**src/rtl/chain_pkg.sv**
```systemverilog
package chain_pkg;
    localparam int FN_W      = 6;
    localparam int FN_START  = 0;
    localparam int FN_HALT   = 1;
    localparam int FN_TESTIO = 2;
    localparam int FN_TESTDV = 3;
    localparam int FN_ACKINT = 4;
    localparam int FN_ACKSVC = 5;

    typedef enum logic [2:0] {
        ST_IDLE,
        ST_WAIT_AVAIL,
        ST_CLAIM,
        ST_PASS,
        ST_IGNORE
    } seq_state_t;
endpackage

```
**src/rtl/chain_req_latch.sv**
```systemverilog
module chain_req_latch (
    input  logic clk,
    input  logic rst_n,
    input  logic set_i,
    input  logic hi_i,
    input  logic clr_i,
    output logic pend_o,
    output logic hi_o
);
    logic pend_q;
    logic hi_q;

    // A new post wins over a clear in the same cycle.
    always_ff @(posedge clk) begin
        if (!rst_n) begin
            pend_q <= 1'b0;
            hi_q   <= 1'b0;
        end else if (set_i) begin
            pend_q <= 1'b1;
            hi_q   <= hi_i;
        end else if (clr_i) begin
            pend_q <= 1'b0;
            hi_q   <= 1'b0;
        end
    end

    assign pend_o = pend_q;
    assign hi_o   = pend_q & hi_q;

    p_hi_implies_pend_r2: assert property (@(posedge clk) disable iff (!rst_n)
        hi_o |-> pend_o);
    p_set_holds_r1: assert property (@(posedge clk) disable iff (!rst_n)
        set_i |=> pend_o);
endmodule

```
**src/rtl/chain_claim_eval.sv**
```systemverilog
module chain_claim_eval
    import chain_pkg::*;
#(
    parameter int ADDR_W = 8,
    parameter logic [ADDR_W-1:0] DEV_ADDR = '0
) (
    input  logic [FN_W-1:0]   fn_i,
    input  logic              irq_pend_i,
    input  logic              irq_mine_hp_i,
    input  logic              hp_irq_in,
    input  logic              svc_pend_i,
    input  logic              svc_mine_hp_i,
    input  logic              hp_svc_in,
    input  logic [ADDR_W-1:0] sel_addr_i,
    input  logic              connected_i,
    output logic              claim_o,
    output logic              is_ack_kind_o
);
    logic cmd_kind;
    logic int_ok;
    logic svc_ok;
    logic cmd_ok;

    assign cmd_kind      = |fn_i[FN_TESTDV:FN_START];
    assign is_ack_kind_o = fn_i[FN_ACKINT] | fn_i[FN_ACKSVC];

    assign int_ok = fn_i[FN_ACKINT] & irq_pend_i & (~hp_irq_in | irq_mine_hp_i);
    assign svc_ok = fn_i[FN_ACKSVC] & svc_pend_i & (~hp_svc_in | svc_mine_hp_i);
    assign cmd_ok = cmd_kind & (sel_addr_i == DEV_ADDR) & connected_i;

    assign claim_o = int_ok | svc_ok | cmd_ok;
endmodule

```
**src/rtl/chain_responder.sv**
```systemverilog
module chain_responder
    import chain_pkg::*;
#(
    parameter int ADDR_W = 8,
    parameter int RESP_W = 8,
    parameter logic [ADDR_W-1:0] DEV_ADDR = 8'h2A
) (
    input  logic              clk,
    input  logic              rst_n,
    input  logic              irq_req_i,
    input  logic              irq_hi_i,
    input  logic              svc_req_i,
    input  logic              svc_hi_i,
    input  logic              avail_in,
    input  logic              hp_irq_in,
    input  logic              hp_svc_in,
    input  logic              strobe_i,
    input  logic [FN_W-1:0]   fn_i,
    input  logic [ADDR_W-1:0] sel_addr_i,
    input  logic              connected_i,
    input  logic [RESP_W-1:0] status_i,
    output logic              irq_call_o,
    output logic              svc_call_o,
    output logic              hp_irq_o,
    output logic              hp_svc_o,
    output logic              ack_o,
    output logic              avail_out_o,
    output logic [RESP_W-1:0] resp_o
);
    localparam logic [RESP_W-1:0] ADDR_RESP = RESP_W'(DEV_ADDR);

    seq_state_t      state_q, state_d;
    logic [FN_W-1:0] fn_q;
    logic            fn_valid;
    logic            claim;
    logic            ack_kind;
    logic            clr_irq;
    logic            clr_svc;
    logic            leave_claim;

    assign fn_valid    = ($countones(fn_i) == 1);
    assign leave_claim = (state_q == ST_CLAIM) && !strobe_i;
    assign clr_irq     = leave_claim && fn_q[FN_ACKINT];
    assign clr_svc     = leave_claim && fn_q[FN_ACKSVC];

    chain_req_latch u_irq_latch (
        .clk    (clk),
        .rst_n  (rst_n),
        .set_i  (irq_req_i),
        .hi_i   (irq_hi_i),
        .clr_i  (clr_irq),
        .pend_o (irq_call_o),
        .hi_o   (hp_irq_o)
    );

    chain_req_latch u_svc_latch (
        .clk    (clk),
        .rst_n  (rst_n),
        .set_i  (svc_req_i),
        .hi_i   (svc_hi_i),
        .clr_i  (clr_svc),
        .pend_o (svc_call_o),
        .hi_o   (hp_svc_o)
    );

    chain_claim_eval #(
        .ADDR_W   (ADDR_W),
        .DEV_ADDR (DEV_ADDR)
    ) u_eval (
        .fn_i          (fn_q),
        .irq_pend_i    (irq_call_o),
        .irq_mine_hp_i (hp_irq_o),
        .hp_irq_in     (hp_irq_in),
        .svc_pend_i    (svc_call_o),
        .svc_mine_hp_i (hp_svc_o),
        .hp_svc_in     (hp_svc_in),
        .sel_addr_i    (sel_addr_i),
        .connected_i   (connected_i),
        .claim_o       (claim),
        .is_ack_kind_o (ack_kind)
    );

    // Next-state logic
    always_comb begin
        state_d = state_q;
        unique case (state_q)
            ST_IDLE: begin
                if (strobe_i) state_d = fn_valid ? ST_WAIT_AVAIL : ST_IGNORE;
            end
            ST_WAIT_AVAIL: begin
                if (!strobe_i)     state_d = ST_IDLE;
                else if (avail_in) state_d = claim ? ST_CLAIM : ST_PASS;
            end
            ST_CLAIM,
            ST_PASS,
            ST_IGNORE: begin
                if (!strobe_i) state_d = ST_IDLE;
            end
            default: state_d = ST_IDLE;
        endcase
    end

    // State register and latched indicator
    always_ff @(posedge clk) begin
        if (!rst_n) begin
            state_q <= ST_IDLE;
            fn_q    <= '0;
        end else begin
            state_q <= state_d;
            if (state_q == ST_IDLE && strobe_i && fn_valid) fn_q <= fn_i;
        end
    end

    // Outputs
    always_comb begin
        ack_o       = 1'b0;
        avail_out_o = 1'b0;
        resp_o      = '0;
        unique case (state_q)
            ST_CLAIM: begin
                ack_o  = 1'b1;
                resp_o = ack_kind ? ADDR_RESP : status_i;
            end
            ST_PASS:  avail_out_o = 1'b1;
            ST_IDLE,
            ST_WAIT_AVAIL,
            ST_IGNORE: ;
            default: ;
        endcase
    end

    p_excl_r11: assert property (@(posedge clk) disable iff (!rst_n)
        !(ack_o && avail_out_o));
    p_quiet_resp_r11: assert property (@(posedge clk) disable iff (!rst_n)
        !ack_o |-> (resp_o == '0));
    p_drop_r10: assert property (@(posedge clk) disable iff (!rst_n)
        !strobe_i |=> (!ack_o && !avail_out_o));
    p_need_avail_r3: assert property (@(posedge clk) disable iff (!rst_n)
        (state_q == ST_WAIT_AVAIL && !avail_in) |=> (!ack_o && !avail_out_o));
    p_ignore_r9: assert property (@(posedge clk) disable iff (!rst_n)
        (state_q == ST_IDLE && strobe_i && $countones(fn_i) != 1)
            |=> (!ack_o && !avail_out_o));
    p_clear_irq_r10: assert property (@(posedge clk) disable iff (!rst_n)
        (ack_o && !strobe_i && fn_q[FN_ACKINT] && !irq_req_i) |=> !irq_call_o);
    p_claim_addr_r7: assert property (@(posedge clk) disable iff (!rst_n)
        (ack_o && (fn_q[FN_ACKINT] || fn_q[FN_ACKSVC])) |-> (resp_o == ADDR_RESP));
endmodule

```
**config.mk**
```make
export PLATFORM = sky130hd
export DESIGN_NAME = chain_responder
export DESIGN_NICKNAME = d
export VERILOG_FILES = /design/src/rtl/chain_pkg.sv /design/src/rtl/chain_req_latch.sv /design/src/rtl/chain_claim_eval.sv /design/src/rtl/chain_responder.sv
export SDC_FILE = /design/constraint.sdc
export NUM_CORES = 1
export LEC_CHECK = 0
export BUFFER_PORTS_ARGS = -buffer_cell sky130_fd_sc_hd__buf_2
export CORE_MARGIN = 2
export CORE_UTILIZATION = 39
export CTS_CLUSTER_SIZE = 25
export DETAILED_ROUTE_END_ITERATION = 8
export PLACE_DENSITY = 0.87
export RECOVER_POWER = 50
export SLEW_MARGIN = 10
export SYNTH_ARGS = -nofsm -noshare
export SYNTH_HDL_FRONTEND = slang
export SYNTH_SLANG_ARGS = --single-unit
```
**constraint.sdc**
```tcl
create_clock -name clk -period 2.6 [get_ports clk]
set_input_delay 0.26 -clock clk [delete_from_list [all_inputs] [get_ports clk]]
set_output_delay 0.26 -clock clk [all_outputs]
set_load 0.05 [all_outputs]
```
== Word level (Yosys, flattened, before mapping) ==
Index checks and enable logic that the tools add are counted.
Word-level totals
  flip-flop bits (word level): 13
  bits in latches: 0
  output and inout port bits: 14
  input bits: 33
  memory bits (writable): 0
  memories: 0
  bits in read-only memories: 0
  logic and storage cells: 64
Cells by class
  multipliers: 0
  add/sub/neg operators: 5
  muxes and demuxes: 17
  reduce and logical (&&, ||, !) cells: 12
  equal/unequal tests: 9
  shift operators: 0
  divide/modulo/power cells: 0
  bitwise logic cells: 15
  $lt $le $gt $ge: 0
Operators by type and width (count)
  $mux 8: 2
  $mux 3: 5
  $mux 1: 9
  $pmux 3 s3: 1
  $and 1x1->1: 8
  $eq 8x6->1 const B: 1
  $add 1x1->2: 3
  $eq 3x2->1 const B: 2
  $logic_and 1x1->1: 5
  $or 1x1->1: 5
  $add 3x2->4: 1
  $eq 4x1->1 const B: 1
  $ne 2x2->1 const B: 2
  $reduce_bool 2->1: 2
  $reduce_or 4->1: 1
  $add 2x2->3: 1
  $eq 3x1->1 const B: 1
  $eq 3x3->1 const B: 1
  $logic_not 3->1: 1
  $ne 3x3->1 const B: 1
  $reduce_and 3->1: 1
  $reduce_or 3->1: 1
  $not 1->1: 2
  $logic_not 1->1: 1

== Depth between registers and ports, before layout ==
Gate-level depths: netlist of run 1.
  depth after elaboration: 9
  gate-level depth with buffers: 10
  mapped depth without buffers: 10

== Modules after synthesis ==
A second synthesis of run 1 with hierarchy kept.
Second synthesis, totals
  cell total of the unflattened synthesis: 109
  area, all modules: 928.4 um2
By module, submodules not included
  chain_responder: seq. area each 180.2 um2, cells an instance 84, area an instance 693.2 um2, instances 1
  chain_req_latch: seq. area each 40.0 um2, cells an instance 7, area an instance 82.6 um2, instances 2
  chain_claim_eval: seq. area each 0.0 um2, cells an instance 11, area an instance 70.1 um2, instances 1

== Least setup slack after synthesis of run 1 ==
No wires, ideal clock.
  path type: input -> register
  start point: input fn_i[0]
  end point: register fn_q[0]
  library setup time: 0.128 ns
  setup slack: -0.220 ns
  data arrival time: 2.692 ns
  path buffers: 0
  stages on the path: 10
  required time: 2.472 ns
  cell sequence: inv_1 > fa_1 > fa_1 > inv_1 > ha_1 > fa_1 > nor3b_1 > nand3_2 > mux2i_1 > nor2_1
On the way
  cells in the longest elaborated chain, start to end: 5
RTL lines
  start, declared: RTL line chain_responder.sv:18  | input logic [FN_W-1:0] fn_i,
  $add 1x1->2 (implied by the code): RTL line chain_responder.sv:41  | assign fn_valid = ($countones(fn_i) == 1);
  $add 2x2->3 (implied by the code): RTL line chain_responder.sv:41
  $add 3x2->4 (implied by the code): RTL line chain_responder.sv:41
  $eq 4x1->1: RTL line chain_responder.sv:41
  $logic_and 1x1->1: RTL line chain_responder.sv:110  | if (state_q == ST_IDLE && strobe_i && fn_valid) fn_q <= fn_i;
  end signal, assigned: RTL line chain_responder.sv:110
  end, declared: RTL line chain_responder.sv:33  | logic [FN_W-1:0] fn_q;
Parallel ways exist; a longest one is shown, timed or not.
A chain may end at the register's enable or synchronous reset.

== Final worst setup path of run 1 ==
  start point: input fn_i[1]
  end point: register fn_q[2]
On the way
  cells in the longest elaborated chain, start to end: 5
RTL lines (RTL line)
  $add 1x1->2 (implied by the code): chain_responder.sv:41
  $add 2x2->3 (implied by the code): chain_responder.sv:41
  $add 3x2->4 (implied by the code): chain_responder.sv:41
  $eq 4x1->1: chain_responder.sv:41
  $logic_and 1x1->1: chain_responder.sv:110
No other way between the ends.

==> key figures, run 1 <==
Run status
  – Status: complete, no violations

Synthesis
  – Post-Synth Simple-Gate Area: 0.341
  – Main combinational cell family by area after synthesis: simple AND/OR/NAND/NOR gates
  – Yosys top cell by area: dfxtp_1
  – Post-synth EDFFs: 0
  – Register area share after synthesis: 0.311
  – Synth top area cells: dfxtp_1 31%, fa_1 7.2%, mux2i_1 7.2%
  – XOR/XNOR Fraction of Synth Area: 0.0105
  – Cell with the most instances after synthesis: dfxtp_1
  – Post-synthesis compound-gate area fraction: 0.114
  – Synth top area share: 0.311
  – Post-synth top flop: dfxtp_1
  – Multiplexer share of the synthesized area: 0.0717
  – Syn Std Cell Area: 837 sq um
  – Syn_nets: 135
  – Synth Area in Adders: 0.0867
  – Unique masters post-synth: 31
  – Warning count from the yosys run: 0
  – Async set-reset flop share out of synthesis: 0
  – Cells after Synth: 98
  – Synth Register Bits: 13
  – Commonest cells in the synthesized netlist: 13 x dfxtp_1, 11 x inv_1, 11 x nor2_1
  – Syn avg cell area: 8.54 sq um

Finish
  – Finished Core Util: 0.591
  – Layout cells sized above 1: 0.399
  – N_diodes: 0
  – Final net count: 186
  – Syn-to-layout area delta: 41.4%
  – Fillers: 188

Pwr
  – Final Total Pwr: 660 uW
  – Switch Pwr: 249 uW
  – Peak VDD IR: 0.344 mV
  – Internal power: 410 uW
  – Leakage: 0.610 nW
  – Combinational group share of total power: 0.404
  – PD cells: 557 nW/um^2
  – Power share of the clock group: 0.197
  – Switch share: 0.378
  – Seq pwr share: 0.399

Global route
  – Largest net degree at the start of global routing: 14
  – Vias in the first global route: 856
  – Global-route wire length before repair: 3440 um
  – Total gr overflow: 0
  – Met3 Track Usage GR: 0.0417
  – Antenna violations before repair: 0
  – Total GRT Usage: 0.175
  – GRT met2 Usage: 0.325
  – GR met1 Demand/Resource: 0.189
  – Most Crowded Layer GR: met2

Floorplan
  – DIE HEIGHT: 50.3 um
  – Chip width: 50.3 um
  – I/O pin cnt: 47
  – Initial Util: 0.418
  – Total Die Area: 2530 sq um
  – Core Area: 2000 sq um
  – # rows: 16

Placement
  – GP Congestion: 0.790
  – IO buf count: 46
  – Worst slack, placed: -0.395 ns
  – DP HPWL: 1630 um

Timing
  – Fmax achieved: 388 MHz
  – Slew @ Worst Pin: 0.601 ns
  – Final min period: 2.58 ns
  – Final hold violations: 0
  – Slew Limit Fails: 0
  – Worst Setup Slack, final: 0.0247 ns
  – Unrepaired setup endpoints after global routing: yes
  – Slew Limit Headroom: 0.601
  – Max Clock Skew: 0.00190 ns
  – Setup violators final: 0
  – Crit share post-route: 0.990

Clock network
  – Hold buffer count at CTS: 0
  – Sinks on Clock Net: 13
  – Clock transition at the registers of the reported paths: 0.08 ns
  – Htree depth: 1
  – CTS tree: done
  – Clock Latency Late Sink: 0.28 ns
  – Root cell of the clock tree: clkbuf_4
  – Clock buffer depth: 2
  – Cts bufs inserted: 3

Routing
  – First-iteration detailed-routing DRC count: 8
  – Drt drc: 0
  – Final wirelength: 2090 um
  – Wirelength per Cell: 11.9 um
  – Post-route ant nets: 0
  – Vias: 886
  – Vias per inst: 5.06
  – Drt first pass iters: 4

Critical path
  – CP Data Required Time: 2.76 ns
  – Worst EP arrival: 2.73 ns
  – Critical path class: primary input to flip-flop
  – Element type at the critical path end: flip-flop
  – Worst Setup Start Kind: primary input
  – Crit-path max FO: 6

Worst hold path
  – Min-Delay Path Class: primary input to flip-flop

Job
  – Max-cap violation count: 0
power groups by stage:
stage / Combinational (mW) / Clock (mW) / Sequential [mW]
after floorplan: 0.193 / 0 / 0.245
after global placement: 0.222 / 0 / 0.264
after detailed placement: 0.233 / 0 / 0.267
after CTS: 0.258 / 0.133 / 0.262
after global routing: 0.294 / 0.142 / 0.267
final: 0.266 / 0.130 / 0.263
flip-flops by register name (all words and copies together), names as in the netlist:
register	cells
fn_q	6
state_q	3
u_irq_latch.hi_q	1
u_irq_latch.pend_o	1
u_svc_latch.hi_q	1
u_svc_latch.pend_o	1
worst max-delay path, cell delays in order:
cell	delay, ns
buf_8	0.08
inv_4	0.03
fa_1	0.48
fa_1	0.49
inv_1	0.04
ha_2	0.16
fa_1	0.47
nor3b_4	0.27
nand3_4	0.18
mux2i_1	0.21
nor2_1	0.06
area by class of cell:
class                      instances  area [sq um]  area share
clock buffer                       4          26.3      0.0222
tap                               27          33.8      0.0285
sequential                        13           260       0.220
multi-input combinational         71           548       0.463
timing repair buffer              49           264       0.223
inverter                          11          51.3      0.0433
metal layers:
metal	wire length, um	part of all wire	vias to the layer above
met4	31	0.015	0
met1	824	0.39	402
met5	0	0	-
met3	186	0.089	4
li1	-	-	435
met2	1050	0.50	45
through the flow:
| step | hold WS (ns) | TNS, ns | cell area [sq um] | std cells |
|---|---|---|---|---|
| 3_3_place_gp | 0.475 | -1.84 | 1120 | 170 |
| 3_5_place_dp | 0.487 | -2.61 | 1120 | 170 |
| 5_1_grt | 0.239 | -0.557 | 1180 | 175 |
| 6_report | 0.220 | 0 | 1180 | 175 |
| 2_1_floorplan | 0.377 | -0.273 | 852 | 98 |
| 4_1_cts | 0.226 | -0.00950 | 1180 | 175 |
repair_timing:
action,4_1_cts,5_1_grt
setup buffers,1,0
gates resized for setup,6,3
cloned,0,0
pin swaps,4,5
endpoints found under the setup margin,6,8
path summary, 6_finish.rpt:
kind | start | to | slack, ns | depth (start not counted)
setup / recovery | fn_i[1] | fn_q[2] | 0.02 | 11
hold / removal | irq_req_i | u_irq_latch.pend_o | 0.22 | 3
setup reg to reg | fn_q[0] | state_q[0] | 1.21 | 4
hold reg to reg | u_irq_latch.hi_q | u_irq_latch.hi_q | 0.50 | 2
cell families (layout without fill, tap and decap cells):
logic type / after synthesis / count (layout)
DFF: 13 / 13
and+or+nand+nor: 46 / 46
muxes: 6 / 6
adders and majority gates: 4 / 4
buffers and inverters: 14 / 64
AOI/OAI and AO/OA: 14 / 14
xor gates and xnor gates: 1 / 1
layout by cell type, fill, tap and decap left out, types with 2 or more instances in the layout:
| cell | count |
|---|---|
| fa_1 | 3 |
| buf_4 | 3 |
| buf_2 | 40 |
| dfxtp_1 | 13 |
| and2_1 | 7 |
| o31a_1 | 3 |
| mux2i_1 | 6 |
| and3b_1 | 2 |
| inv_1 | 8 |
| clkbuf_1 | 5 |
| nor2b_1 | 3 |
| nand2_1 | 7 |
| a21oi_1 | 6 |
| nor2_1 | 11 |
| clkbuf_4 | 3 |
| nand3b_1 | 2 |
| o211ai_1 | 2 |
| nor3b_4 | 2 |
| nand4_1 | 2 |
Note: power is estimated with default switching activity, not from simulation.
==> inputs of run 2 (changes only) <==
--- a/config.mk
+++ b/config.mk
@@ -5,12 +5,13 @@
 export SDC_FILE = /design/constraint.sdc
 export NUM_CORES = 1
 export LEC_CHECK = 0
+export ABC_AREA = 1
 export BUFFER_PORTS_ARGS = -buffer_cell sky130_fd_sc_hd__buf_2
 export CORE_MARGIN = 2
 export CORE_UTILIZATION = 39
 export CTS_CLUSTER_SIZE = 25
 export DETAILED_ROUTE_END_ITERATION = 8
-export PLACE_DENSITY = 0.87
+export PLACE_DENSITY = 0.86
 export RECOVER_POWER = 50
 export SLEW_MARGIN = 10
 export SYNTH_ARGS = -nofsm -noshare
==> run 2 against run 1 <==
Clock skew is essentially flat. Sequential share of layout area stayed put. Non-clock buffer count decreased by 1. Global-route usage decreased by 1.7 points. Critical path depth did not move. Fmax rose by 3.6%. Worst hold slack got worse by 0.0092 ns. Cell area did not move. Power increased by 43%. Count of clock-buffer cells in the layout did not move. Largest power group unchanged.
==> key figures, run 2 <==
Run status
  – Status: complete, no violations

Critical path
  – CP peak stage delay: 0.49 ns (about the same)
  – Crit-path cells: buf_2 -> inv_2 -> fa_1 -> fa_1 -> inv_1 -> ha_2 -> fa_1 -> nor3b_4 -> nand3_4 -> o21ai_0 -> nor2_1
  – Element type at the critical path end: flip-flop
  – Crit-path max FO: 7 (+1)
  – Worst Setup Start Kind: primary input
  – Worst EP arrival: 2.66 ns (-0.07 ns)
  – CP Data Required Time: 2.77 ns (about the same)
  – Family with the most delay on the worst path: adder cells
  – CP Buf/Inv Count: 3 (unchanged)
  – Critical path class: primary input to flip-flop
  – Crit-path slowest cell: fa_1
  – Most Frequent Cell on Critical Path: fa_1

Floorplan
  – Chip width: 51.2 um (+1.6%)
  – Total Die Area: 2620 sq um (+3.3%)
  – I/O pin cnt: 47 (unchanged)
  – Core Area: 2150 sq um (+7.3%)
  – # rows: 17 (+1)
  – Initial Util: 0.404 (-0.0145)
  – DIE HEIGHT: 51.2 um (+1.6%)

Routing
  – Post-route ant nets: 0 (unchanged)
  – First-iteration detailed-routing DRC count: 3 (-5)
  – Final wirelength: 1910 um (-8.6%)
  – Vias: 978 (+10%)
  – Vias per inst: 4.43 (-13%)
  – Drt drc: 0 (unchanged)
  – Wirelength per Cell: 8.65 um (-28%)
  – Drt first pass iters: 4 (unchanged)

Finish
  – Commonest cells after routing, fill and taps aside: 40 x buf_2, 39 x nor2_1, 32 x nand2_1
  – Syn-to-layout area delta: 36.5%
  – Max reg flops: 6 (unchanged)
  – Fillers: 235 (+25%)
  – Layout cells sized above 1: 0.326 (-0.0722)
  – Largest regs: fn_q x6, state_q x3
  – N_diodes: 0 (unchanged)
  – Most common cell after layout, fill and taps aside: buf_2
  – Final net count: 231 (+24%)
  – Finished Core Util: 0.551 (-0.0403)
  – Post-Layout Cell Count: 221 (+26%)
  – Biggest register: fn_q

Synthesis
  – Commonest cells in the synthesized netlist: 40 x nor2_1, 32 x nand2_1, 20 x inv_1
  – Main combinational cell family by area after synthesis: simple AND/OR/NAND/NOR gates
  – Unique masters post-synth: 16 (-48%)
  – Post-Synth Simple-Gate Area: 0.418 (+0.0777)
  – Syn_nets: 179 (+33%)
  – Multiplexer share of the synthesized area: 0 (-0.0717)
  – Yosys top cell by area: dfxtp_1
  – Cells after Synth: 142 (+45%)
  – Warning count from the yosys run: 0 (unchanged)
  – Syn Std Cell Area: 867 sq um (+3.6%)
  – XOR/XNOR Fraction of Synth Area: 0 (-0.0105)
  – Post-synth top flop: dfxtp_1
  – Syn avg cell area: 6.11 sq um (-29%)
  – Synth Area in Adders: 0.0837 (-0.00300)
  – Post-synth EDFFs: 0 (unchanged)
  – Post-synthesis compound-gate area fraction: 0.0750 (-0.0386)
  – Synth top area cells: dfxtp_1 30%, nor2_1 17%, nand2_1 14%
  – Async set-reset flop share out of synthesis: 0 (unchanged)
  – Synth top area share: 0.300 (-0.0108)
  – Cell with the most instances after synthesis: nor2_1
  – Synth Register Bits: 13 (unchanged)
  – Register area share after synthesis: 0.300 (-0.0108)

Global route
  – Antenna violations before repair: 0 (unchanged)
  – Vias in the first global route: 827 (-3.4%)
  – Total GRT Usage: 0.159 (-0.0170)
  – Total gr overflow: 0 (unchanged)
  – Largest net degree at the start of global routing: 13 (-1)
  – Global-route wire length before repair: 3140 um (-8.6%)

Pwr
  – Internal power: 470 uW (+15%)
  – Switch share: 0.500 (+0.122)
  – PD cells: 796 nW/um^2 (+43%)
  – Seq pwr share: 0.286 (-0.113)
  – Combinational group share of total power: 0.581 (+0.177)
  – Switch Pwr: 471 uW (+89%)
  – Leakage: 0.674 nW (+11%)
  – Peak VDD IR: 0.469 mV (+36%)
  – Power share of the clock group: 0.132 (-0.065)

Placement
  – IO buf count: 46 (unchanged)
  – Post-Place Cells: 217 (+28%)
  – DP HPWL: 1590 um (-2.3%)
  – GP Congestion: 0.892 (+13%)

Clock network
  – Sinks on Clock Net: 13 (unchanged)
  – Clock buffer depth: 2 (unchanged)
  – Cts bufs inserted: 3 (unchanged)
  – Clock transition at the registers of the reported paths: 0.08 ns (about the same)
  – CTS tree: done
  – Root cell of the clock tree: clkbuf_4
  – Clock Latency Late Sink: 0.27 ns (about the same)
  – Setup Buffers After CTS: 0 (-1)
  – Hold buffer count at CTS: 0 (unchanged)
  – Post-CTS Resized: 0 (-6)
  – Htree depth: 1 (unchanged)

Timing
  – TNS Setup: 0 ns (unchanged)
  – Final hold violations: 0 (unchanged)
  – Unrepaired setup endpoints after global routing: yes
  – Slew Limit Fails: 0 (unchanged)
  – Max Clock Skew: 0.00163 ns (-0.000274 ns)
  – Slew @ Worst Pin: 0.589 ns (-0.0124 ns)
  – Fmax achieved: 402 MHz (+3.6%)
  – Crit share post-route: 0.956 (-0.0341)
  – Slew Limit Headroom: 0.609 (+0.00822)
  – Final min period: 2.49 ns (-0.0886 ns)
  – Setup violators final: 0 (unchanged)

Job
  – Max-cap violation count: 0 (unchanged)

Worst hold path
  – Min-Delay Path Class: primary input to flip-flop
run 2: changes by cell type after synthesis, sizes merged, moves of 6 or more:
cell   delta
nor2     +30
nand2    +27
inv      +14
nand3     +8
and2      -7
o21ai     +7
mux2i     -6
run 2: worst paths after layout:
check | startpoint | endpoint | slack (ns) | cells after the start
worst min register to register | u_svc_latch.hi_q | u_svc_latch.hi_q | 0.48 | 2
worst min-delay path | fn_i[0] | fn_q[0] | 0.21 | 3
worst max register to register | state_q[2] | state_q[2] | 1.44 | 8
worst max-delay path | fn_i[1] | fn_q[1] | 0.11 | 11
run 2: worst min-delay path: stages:
cell and delay, ns:
buf_6 0.07, o21ai_1 0.05, nor2_1 0.07
run 2: logic make-up after synthesis:
| group | after synthesis |
|---|---|
| adders and majority gates | 4 |
| AOI/OAI and AO/OA | 13 |
| and+or+nand+nor | 85 |
| buffers and inverters | 27 |
| DFF | 13 |
run 2: cell type report:
cell class                      instances  area [sq um]  share of cell area
Multi-Input combinational cell        102           517               0.437
Sequential cell                        13           260               0.220
Timing Repair Buffer                   48           245               0.207
Inverter                               26           100              0.0846
Tap cell                               28          35.0              0.0296
Clock buffer                            4          26.3              0.0222
run 2: per-layer routing:
layer / routed length (um) / up-vias / track usage / part of all wire
met5: 0 / - / 0 / 0
met4: 39 / 0 / 0.0811 / 0.020
met3: 126 / 4 / 0.0205 / 0.066
met2: 910 / 31 / 0.292 / 0.48
met1: 837 / 416 / 0.176 / 0.44
li1: - / 527 / - / -
run 2: through the flow:
step	hold WS, ns	setup slack [ns]	total power, mW	area, sq um
detailed placement	0.472	-0.243	0.816	1140
global route	0.241	0.00462	1.02	1180
CTS	0.241	0.0555	0.941	1170
floorplan	0.398	-0.0105	0.699	867
global placement	0.463	-0.148	0.806	1140
finish	0.211	0.113	0.942	1180
run 2: power groups by stage:
stage,registers [mW],logic (mW),clock network [mW]
floorplan,0.277,0.423,0
global placement,0.273,0.533,0
detailed placement,0.274,0.541,0
CTS,0.270,0.542,0.129
global route,0.275,0.614,0.135
finish,0.270,0.547,0.125
